===== config.mk =====
export PLATFORM = sky130hd
export DESIGN_NAME = td_status_engine
export DESIGN_NICKNAME = d
export VERILOG_FILES = /design/src/rtl/td_eng_pkg.sv /design/src/rtl/td_token_decode.sv /design/src/rtl/td_result_select.sv /design/src/rtl/td_length_resolve.sv /design/src/rtl/td_ctrl_update.sv /design/src/rtl/td_status_engine.sv
export SDC_FILE = /design/constraint.sdc
export NUM_CORES = 1
export LEC_CHECK = 0
export ABC_AREA = 1
export BUFFER_PORTS_ARGS = -buffer_cell sky130_fd_sc_hd__buf_4
export CAP_MARGIN = 10
export CORE_ASPECT_RATIO = 0.6
export CORE_MARGIN = 1.5
export CORE_UTILIZATION = 35
export CTS_BUF_LIST = sky130_fd_sc_hd__clkbuf_8 sky130_fd_sc_hd__clkbuf_16
export DETAILED_ROUTE_END_ITERATION = 10
export SYNTH_ARGS = -nofsm -noshare
export SYNTH_HDL_FRONTEND = slang
export SYNTH_HIERARCHICAL = 1
export SYNTH_SLANG_ARGS = --single-unit

===== constraint.sdc =====
create_clock -name clk -period 4.1 [get_ports clk]
set_clock_uncertainty 0.15 [all_clocks]
set_input_delay 0.82 -clock clk [delete_from_list [all_inputs] [get_ports clk]]
set_output_delay 0.82 -clock clk [all_outputs]
set_load 0.01 [all_outputs]

===== src/rtl/td_eng_pkg.sv =====
package td_eng_pkg;
  localparam int CW     = 32;
  localparam int LEN_W  = 11;
  localparam int PID_W  = 8;
  localparam int ADDR_W = 7;
  localparam int EP_W   = 4;
  localparam int RES_W  = 5;

  // control word bit positions
  localparam int B_TMO   = 18;
  localparam int B_NAK   = 19;
  localparam int B_BAB   = 20;
  localparam int B_STALL = 22;
  localparam int B_ACT   = 23;
  localparam int B_IOC   = 24;
  localparam int B_ISO   = 25;
  localparam int B_ERRLO = 27;
  localparam int B_ERRHI = 28;
  localparam int B_SPD   = 29;

  // token field positions
  localparam int T_ADDR_LO = PID_W;
  localparam int T_EP_LO   = T_ADDR_LO + ADDR_W;
  localparam int T_LEN_LO  = CW - LEN_W;

  localparam logic [PID_W-1:0] PID_IN    = 8'h69;
  localparam logic [PID_W-1:0] PID_OUT   = 8'hE1;
  localparam logic [PID_W-1:0] PID_SETUP = 8'h2D;

  typedef enum logic [1:0] {RC_DONE = 2'd0, RC_SKIP = 2'd1, RC_ABORT = 2'd2, RC_PEND = 2'd3} td_rc_e;
  typedef enum logic [1:0] {PK_IN, PK_OUT, PK_SETUP, PK_BAD} pid_kind_e;
  typedef enum logic [2:0] {X_OK, X_NAK, X_STALL, X_TMO, X_PEND} xact_e;
endpackage


===== src/rtl/td_token_decode.sv =====
module td_token_decode
  import td_eng_pkg::*;
(
  input  logic [CW-1:0]     token,
  output logic [PID_W-1:0]  pid,
  output logic [ADDR_W-1:0] addr,
  output logic [EP_W-1:0]   ep,
  output logic [LEN_W-1:0]  max_len,
  output pid_kind_e         kind
);
  logic rsvd_unused;

  assign pid     = token[PID_W-1:0];
  assign addr    = token[T_ADDR_LO +: ADDR_W];
  assign ep      = token[T_EP_LO +: EP_W];
  assign max_len = token[T_LEN_LO +: LEN_W] + LEN_W'(1);
  assign rsvd_unused = ^token[T_LEN_LO-1:T_EP_LO+EP_W];

  always_comb begin
    if (pid == PID_IN)         kind = PK_IN;
    else if (pid == PID_OUT)   kind = PK_OUT;
    else if (pid == PID_SETUP) kind = PK_SETUP;
    else                       kind = PK_BAD;
  end
endmodule


===== src/rtl/td_result_select.sv =====
module td_result_select
  import td_eng_pkg::*;
(
  input  logic [RES_W-1:0] res,
  output xact_e            xact
);
  always_comb begin
    if (res[4])      xact = X_PEND;
    else if (res[0]) xact = X_OK;
    else if (res[1]) xact = X_NAK;
    else if (res[2]) xact = X_STALL;
    else             xact = X_TMO;
  end
endmodule


===== src/rtl/td_length_resolve.sv =====
module td_length_resolve
  import td_eng_pkg::*;
(
  input  pid_kind_e        kind,
  input  logic [LEN_W-1:0] max_len,
  input  logic [LEN_W-1:0] rx_len,
  output logic [LEN_W-1:0] xfer_len,
  output logic             babble,
  output logic             short_pkt
);
  always_comb begin
    xfer_len  = max_len;
    babble    = 1'b0;
    short_pkt = 1'b0;
    if (kind == PK_IN) begin
      if (rx_len > max_len) begin
        babble = 1'b1;
      end else begin
        xfer_len  = rx_len;
        short_pkt = (rx_len < max_len);
      end
    end
  end
endmodule


===== src/rtl/td_ctrl_update.sv =====
module td_ctrl_update
  import td_eng_pkg::*;
(
  input  logic [CW-1:0]    ctrl_in,
  input  pid_kind_e        kind,
  input  xact_e            xact,
  input  logic [LEN_W-1:0] xfer_len,
  input  logic             babble,
  input  logic             short_pkt,
  output logic [CW-1:0]    ctrl_nxt,
  output logic [1:0]       mask_nxt,
  output td_rc_e           rc_nxt,
  output logic             hc_err_nxt,
  output logic             usb_err_nxt
);
  localparam int ERR_W = B_ERRHI - B_ERRLO + 1;

  logic [ERR_W-1:0] err_cnt, err_new;
  logic             tmo_path;

  always_comb begin
    ctrl_nxt    = ctrl_in;
    mask_nxt    = {1'b0, ctrl_in[B_IOC]};
    rc_nxt      = RC_SKIP;
    hc_err_nxt  = 1'b0;
    usb_err_nxt = 1'b0;
    tmo_path    = 1'b0;
    err_cnt     = ctrl_in[B_ERRHI:B_ERRLO];
    err_new     = err_cnt;
    if (!ctrl_in[B_ACT]) begin
      rc_nxt = RC_SKIP;
    end else if (kind == PK_BAD) begin
      hc_err_nxt = 1'b1;
      rc_nxt     = RC_ABORT;
    end else if (xact == X_PEND) begin
      rc_nxt = RC_PEND;
    end else begin
      if (ctrl_in[B_ISO]) ctrl_nxt[B_ACT] = 1'b0;
      case (xact)
        X_OK: begin
          if (babble) begin
            ctrl_nxt[B_BAB]   = 1'b1;
            ctrl_nxt[B_STALL] = 1'b1;
            ctrl_nxt[B_ACT]   = 1'b0;
            rc_nxt            = RC_ABORT;
          end else begin
            ctrl_nxt[LEN_W-1:0] = xfer_len - LEN_W'(1);
            ctrl_nxt[B_ACT]     = 1'b0;
            ctrl_nxt[B_NAK]     = 1'b0;
            if (kind == PK_IN && ctrl_in[B_SPD] && short_pkt) begin
              mask_nxt[1] = 1'b1;
              rc_nxt      = RC_SKIP;
            end else begin
              rc_nxt = RC_DONE;
            end
          end
        end
        X_NAK: begin
          ctrl_nxt[B_NAK] = 1'b1;
          tmo_path        = (kind == PK_SETUP);
        end
        X_STALL: begin
          ctrl_nxt[B_STALL] = 1'b1;
          ctrl_nxt[B_ACT]   = 1'b0;
        end
        default: tmo_path = 1'b1;
      endcase
      if (tmo_path) begin
        ctrl_nxt[B_TMO] = 1'b1;
        if (err_cnt != '0) begin
          err_new = err_cnt - ERR_W'(1);
          if (err_new == '0) begin
            ctrl_nxt[B_ACT] = 1'b0;
            usb_err_nxt     = 1'b1;
          end
        end
        ctrl_nxt[B_ERRHI:B_ERRLO] = err_new;
      end
    end
  end
endmodule


===== src/rtl/td_status_engine.sv =====
module td_status_engine
  import td_eng_pkg::*;
(
  input  logic              clk,
  input  logic              rst,
  input  logic              start,
  input  logic [CW-1:0]     ctrl_in,
  input  logic [CW-1:0]     token_in,
  input  logic [RES_W-1:0]  xact_res,
  input  logic [LEN_W-1:0]  rx_len,
  output logic              done,
  output logic [CW-1:0]     ctrl_out,
  output logic [1:0]        irq_mask,
  output logic [1:0]        rc,
  output logic              sts_hc_err,
  output logic              sts_usb_err,
  output logic [PID_W-1:0]  pkt_id,
  output logic [ADDR_W-1:0] dev_addr,
  output logic [EP_W-1:0]   endpt,
  output logic [LEN_W-1:0]  max_len
);
  logic [PID_W-1:0]  pid_w;
  logic [ADDR_W-1:0] addr_w;
  logic [EP_W-1:0]   ep_w;
  logic [LEN_W-1:0]  max_w, xfer_w;
  pid_kind_e         kind_w;
  xact_e             xact_w;
  logic              babble_w, short_w;
  logic [CW-1:0]     ctrl_w;
  logic [1:0]        mask_w;
  td_rc_e            rc_w;
  logic              hc_err_w, usb_err_w;

  td_token_decode u_dec (
    .token(token_in), .pid(pid_w), .addr(addr_w), .ep(ep_w),
    .max_len(max_w), .kind(kind_w)
  );

  td_result_select u_sel (.res(xact_res), .xact(xact_w));

  td_length_resolve u_len (
    .kind(kind_w), .max_len(max_w), .rx_len(rx_len),
    .xfer_len(xfer_w), .babble(babble_w), .short_pkt(short_w)
  );

  td_ctrl_update u_upd (
    .ctrl_in(ctrl_in), .kind(kind_w), .xact(xact_w), .xfer_len(xfer_w),
    .babble(babble_w), .short_pkt(short_w), .ctrl_nxt(ctrl_w),
    .mask_nxt(mask_w), .rc_nxt(rc_w), .hc_err_nxt(hc_err_w),
    .usb_err_nxt(usb_err_w)
  );

  always_ff @(posedge clk) begin
    if (rst) begin
      done        <= 1'b0;
      ctrl_out    <= '0;
      irq_mask    <= '0;
      rc          <= '0;
      sts_hc_err  <= 1'b0;
      sts_usb_err <= 1'b0;
      pkt_id      <= '0;
      dev_addr    <= '0;
      endpt       <= '0;
      max_len     <= '0;
    end else begin
      done <= start;
      if (start) begin
        ctrl_out    <= ctrl_w;
        irq_mask    <= mask_w;
        rc          <= rc_w;
        sts_hc_err  <= hc_err_w;
        sts_usb_err <= usb_err_w;
        pkt_id      <= pid_w;
        dev_addr    <= addr_w;
        endpt       <= ep_w;
        max_len     <= max_w;
      end
    end
  end

  assert_done_after_start_R13: assert property (@(posedge clk) disable iff (rst)
    start |=> done);
  assert_done_only_after_start_R13: assert property (@(posedge clk) disable iff (rst)
    done |-> $past(start));
  assert_ioc_mask_R2: assert property (@(posedge clk) disable iff (rst)
    done |-> irq_mask[0] == $past(ctrl_in[B_IOC]));
  assert_inactive_untouched_R3: assert property (@(posedge clk) disable iff (rst)
    (done && !$past(ctrl_in[B_ACT])) |-> (rc == RC_SKIP && ctrl_out == $past(ctrl_in)));
  assert_hc_err_aborts_R4: assert property (@(posedge clk) disable iff (rst)
    (done && sts_hc_err) |-> (rc == RC_ABORT && ctrl_out == $past(ctrl_in)));
  assert_pending_untouched_R5: assert property (@(posedge clk) disable iff (rst)
    (done && rc == RC_PEND) |-> (ctrl_out == $past(ctrl_in) && !sts_usb_err && !sts_hc_err));
  assert_success_clears_R6: assert property (@(posedge clk) disable iff (rst)
    (done && rc == RC_DONE) |-> (!ctrl_out[B_ACT] && !ctrl_out[B_NAK]));
  assert_usb_err_retires_R9: assert property (@(posedge clk) disable iff (rst)
    (done && sts_usb_err) |-> (!ctrl_out[B_ACT] && ctrl_out[B_TMO] && ctrl_out[B_ERRHI:B_ERRLO] == 2'd0));
  assert_short_irq_skip_R8: assert property (@(posedge clk) disable iff (rst)
    (done && irq_mask[1]) |-> (rc == RC_SKIP && $past(ctrl_in[B_SPD])));
endmodule


==> impl_metrics.env <==
export IMPL_nFillCells=1384
export IMPL_portBuffers=148
export IMPL_io_pins=152
export IMPL_clock_tree_buffer_depth=2
export IMPL_cp_startpoint="token_in[21]"
export IMPL_critPathTopFamily="simple AND/OR/NAND/NOR gates"
export IMPL_synth_most_common_cell="nand2_1"
export IMPL_synth_main_ff_cell="dfxtp_1"
export IMPL_crit_arrival_ps=3870
export IMPL_start_util=0.358
export IMPL_tightest_slew_ps=673
export IMPL_cp_required_ps=4210
export IMPL_gr_total_overflow=0
export IMPL_htree_levels=3
export IMPL_ys_types=30
export IMPL_async_flop_share=0
export IMPL_antenna_cells=0
export IMPL_max_slew_margin=0.550
export IMPL_cts_tree="built"
export IMPL_drt_initial_drc_count=230
export IMPL_min_from="ctrl_out[11]$_SDFFE_PP0P_"
export IMPL_postCtsHoldBufs=0
export IMPL_multiInputGateArea_sq_mm=0.00222
export IMPL_vias_per_cell=4.17
export IMPL_min_period_ps=3750
export IMPL_avgSynthCellArea_sq_um=5.99
export IMPL_cts_root_buf="clkbuf_16"
export IMPL_cp_common_cell="nand2_1"
export IMPL_rsz0062_at_grt="no"
export IMPL_clk_pin_slew_worst_paths_ps=50
export IMPL_cts_sinks=69
export IMPL_status="completed"
export IMPL_track_usage=0.170
export IMPL_ys_seq_elements=69
export IMPL_fmax_ghz=0.266
export IMPL_yosys_top_cells_count="nand2_1 (242), nor2_1 (174), inv_1 (130)"
export IMPL_total_power_w=0.00193
export IMPL_drc=0
export IMPL_syn_cell_area_sq_mm=0.00460
export IMPL_drtAntennaViolNets=0
export IMPL_ir_worst_vdd_mv=0.193
export IMPL_finalSetupViolations=0
export IMPL_fin_util=0.454
export IMPL_cts_setup_buffers=0
export IMPL_timing_rr_start="ctrl_out[12]$_SDFFE_PP0P_"
export IMPL_dr_pass1_iters=5
export IMPL_cts_buffers=9
export IMPL_dp_hpwl_um=8690
export IMPL_synth_top_area_frac=0.300
export IMPL_ff_latch_area_sq_mm=0.00138
export IMPL_fp_dieW_um=151
export IMPL_grt_pass1_wl_um=18400
export IMPL_critPathMaxFanout=9
export IMPL_startpoint_type="input port"
export IMPL_cts_repair_resized=0
export IMPL_ys_warn_count=6
export IMPL_cpMaxStageDelayCell="ha_1"
export IMPL_clk_insertion_delay_late_ps=320
export IMPL_synthCells=769
export IMPL_drv_cap=0
export IMPL_post_drt_wl_per_cell_um=11.1
export IMPL_drt_wl_total_um=11700
export IMPL_critPathBufInv=7
export IMPL_num_vias=4390
export IMPL_synth_top_area_cell="dfxtp_1"
export IMPL_crit_type="input port to flip-flop"
export IMPL_end_kind="flip-flop"
export IMPL_ys_seq_area_frac=0.300
export IMPL_core_area_sq_mm=0.0129
export IMPL_grt_pass1_vias=3737
export IMPL_p_per_area_mw_per_mm2=331
export IMPL_hold_viol=0
export IMPL_die_area_sq_mm=0.0139
export IMPL_leakage_nw=3.45
export IMPL_synth_edf_count=0
export IMPL_nets=977
export IMPL_gp_congestion=0.848
export IMPL_hp_class="flip-flop to flip-flop"
export IMPL_area_growth_pct=26.6
export IMPL_setup_tns_ps=0
export IMPL_period_share=0.915
export IMPL_fin_hold_ws_ps=319
export IMPL_grt_max_degree=138
export IMPL_dieHeight_um=91.8
export IMPL_rows=32
export IMPL_drive_above_1_share=0.227
export IMPL_syn_nets=865
export IMPL_critPathMaxStageDelay_ps=280
export IMPL_antenna_found_initial=0
export IMPL_synth_area_leaders="dfxtp_1 (30%), nand2_1 (20%), nor2_1 (14%)"
export IMPL_finalMaxSlewViolations=0
-- worst min-delay path, stage by stage, from the launching register on --
cell and delay, ps:
dfxtp_1 300, nor2_1 80, nor2_1 50
-- layer usage --
layer  routed length [um]  up-vias  part of all wire  global-route usage
met3                 1080        9             0.093              0.0572
met2                 4210      140              0.36               0.226
met4                   98        0            0.0084              0.0413
met1                 6260     1815              0.54               0.256
met5                    0        -                 0                   0
li1                     -     2426                 -                   -
-- area by class of cell --
cell class              instances  area share
multi-input cells             506       0.380
flip-flops and latches         69       0.237
repair buffers                162       0.211
inverters                     133      0.0861
clock buffers                  11      0.0433
well taps                     170      0.0365
clock inverters                 2     0.00601
-- cells by family (layout without fill, tap and decap cells) --
group	Yosys count	in the layout	synth area share
and+or+nand+nor	466	466	0.408
buffers and inverters	194	308	0.218
DFF	69	69	0.300
xor gates and xnor gates	6	6	0.0114
AOI/OAI and AO/OA	21	21	0.0272
adders and majority gates	13	13	0.0353
-- sequential cells by signal, indices dropped and copies added (netlist names) --
register and flops:
irq_mask 2, done 1, sts_hc_err 1, dev_addr 7
endpt 4, pkt_id 8, max_len 11, rc 2
sts_usb_err 1, ctrl_out 32
-- worst paths after layout --
kind / to / slack [ps] / depth (start not counted)
setup / recovery: ctrl_out[6]$_SDFFE_PP0P_ / 350 / 27
hold / removal: ctrl_out[11]$_SDFFE_PP0P_ / 320 / 2
setup reg to reg: ctrl_out[12]$_SDFFE_PP0P_ / 3370 / 2
hold reg to reg: ctrl_out[11]$_SDFFE_PP0P_ / 320 / 2
-- power by group --
group | internal [W] | switching, W | leakage, nW
logic | 0.000192 | 0.000222 | 2.74
clock network | 0.000493 | 0.000282 | 0.143
registers | 0.000718 | 0.0000237 | 0.574
total | 0.00140 | 0.000528 | 3.45
-- through the flow --
step           instances  worst slack, ps  cell area, sq um
2_1_floorplan        769              396              4600
3_3_place_gp        1040             85.2              5540
3_5_place_dp        1040            0.608              5540
4_1_cts             1053              349              5830
5_1_grt             1053             8.98              5830
6_report            1053              347              5830
-- placed cells by master, fill, tap and decap left out, types with 3 or more instances in the layout --
| cell type | n |
|---|---|
| o21ai_0 | 6 |
| nand2_2 | 7 |
| xor2_1 | 3 |
| o21ai_2 | 4 |
| dfxtp_1 | 69 |
| a21oi_1 | 7 |
| buf_4 | 161 |
| nor2_2 | 4 |
| ha_1 | 13 |
| nor2_1 | 174 |
| nand3_1 | 30 |
| xnor2_1 | 3 |
| clkbuf_16 | 9 |
| nand2_1 | 242 |
| inv_1 | 130 |
Power figures use the tool's default switching activity.
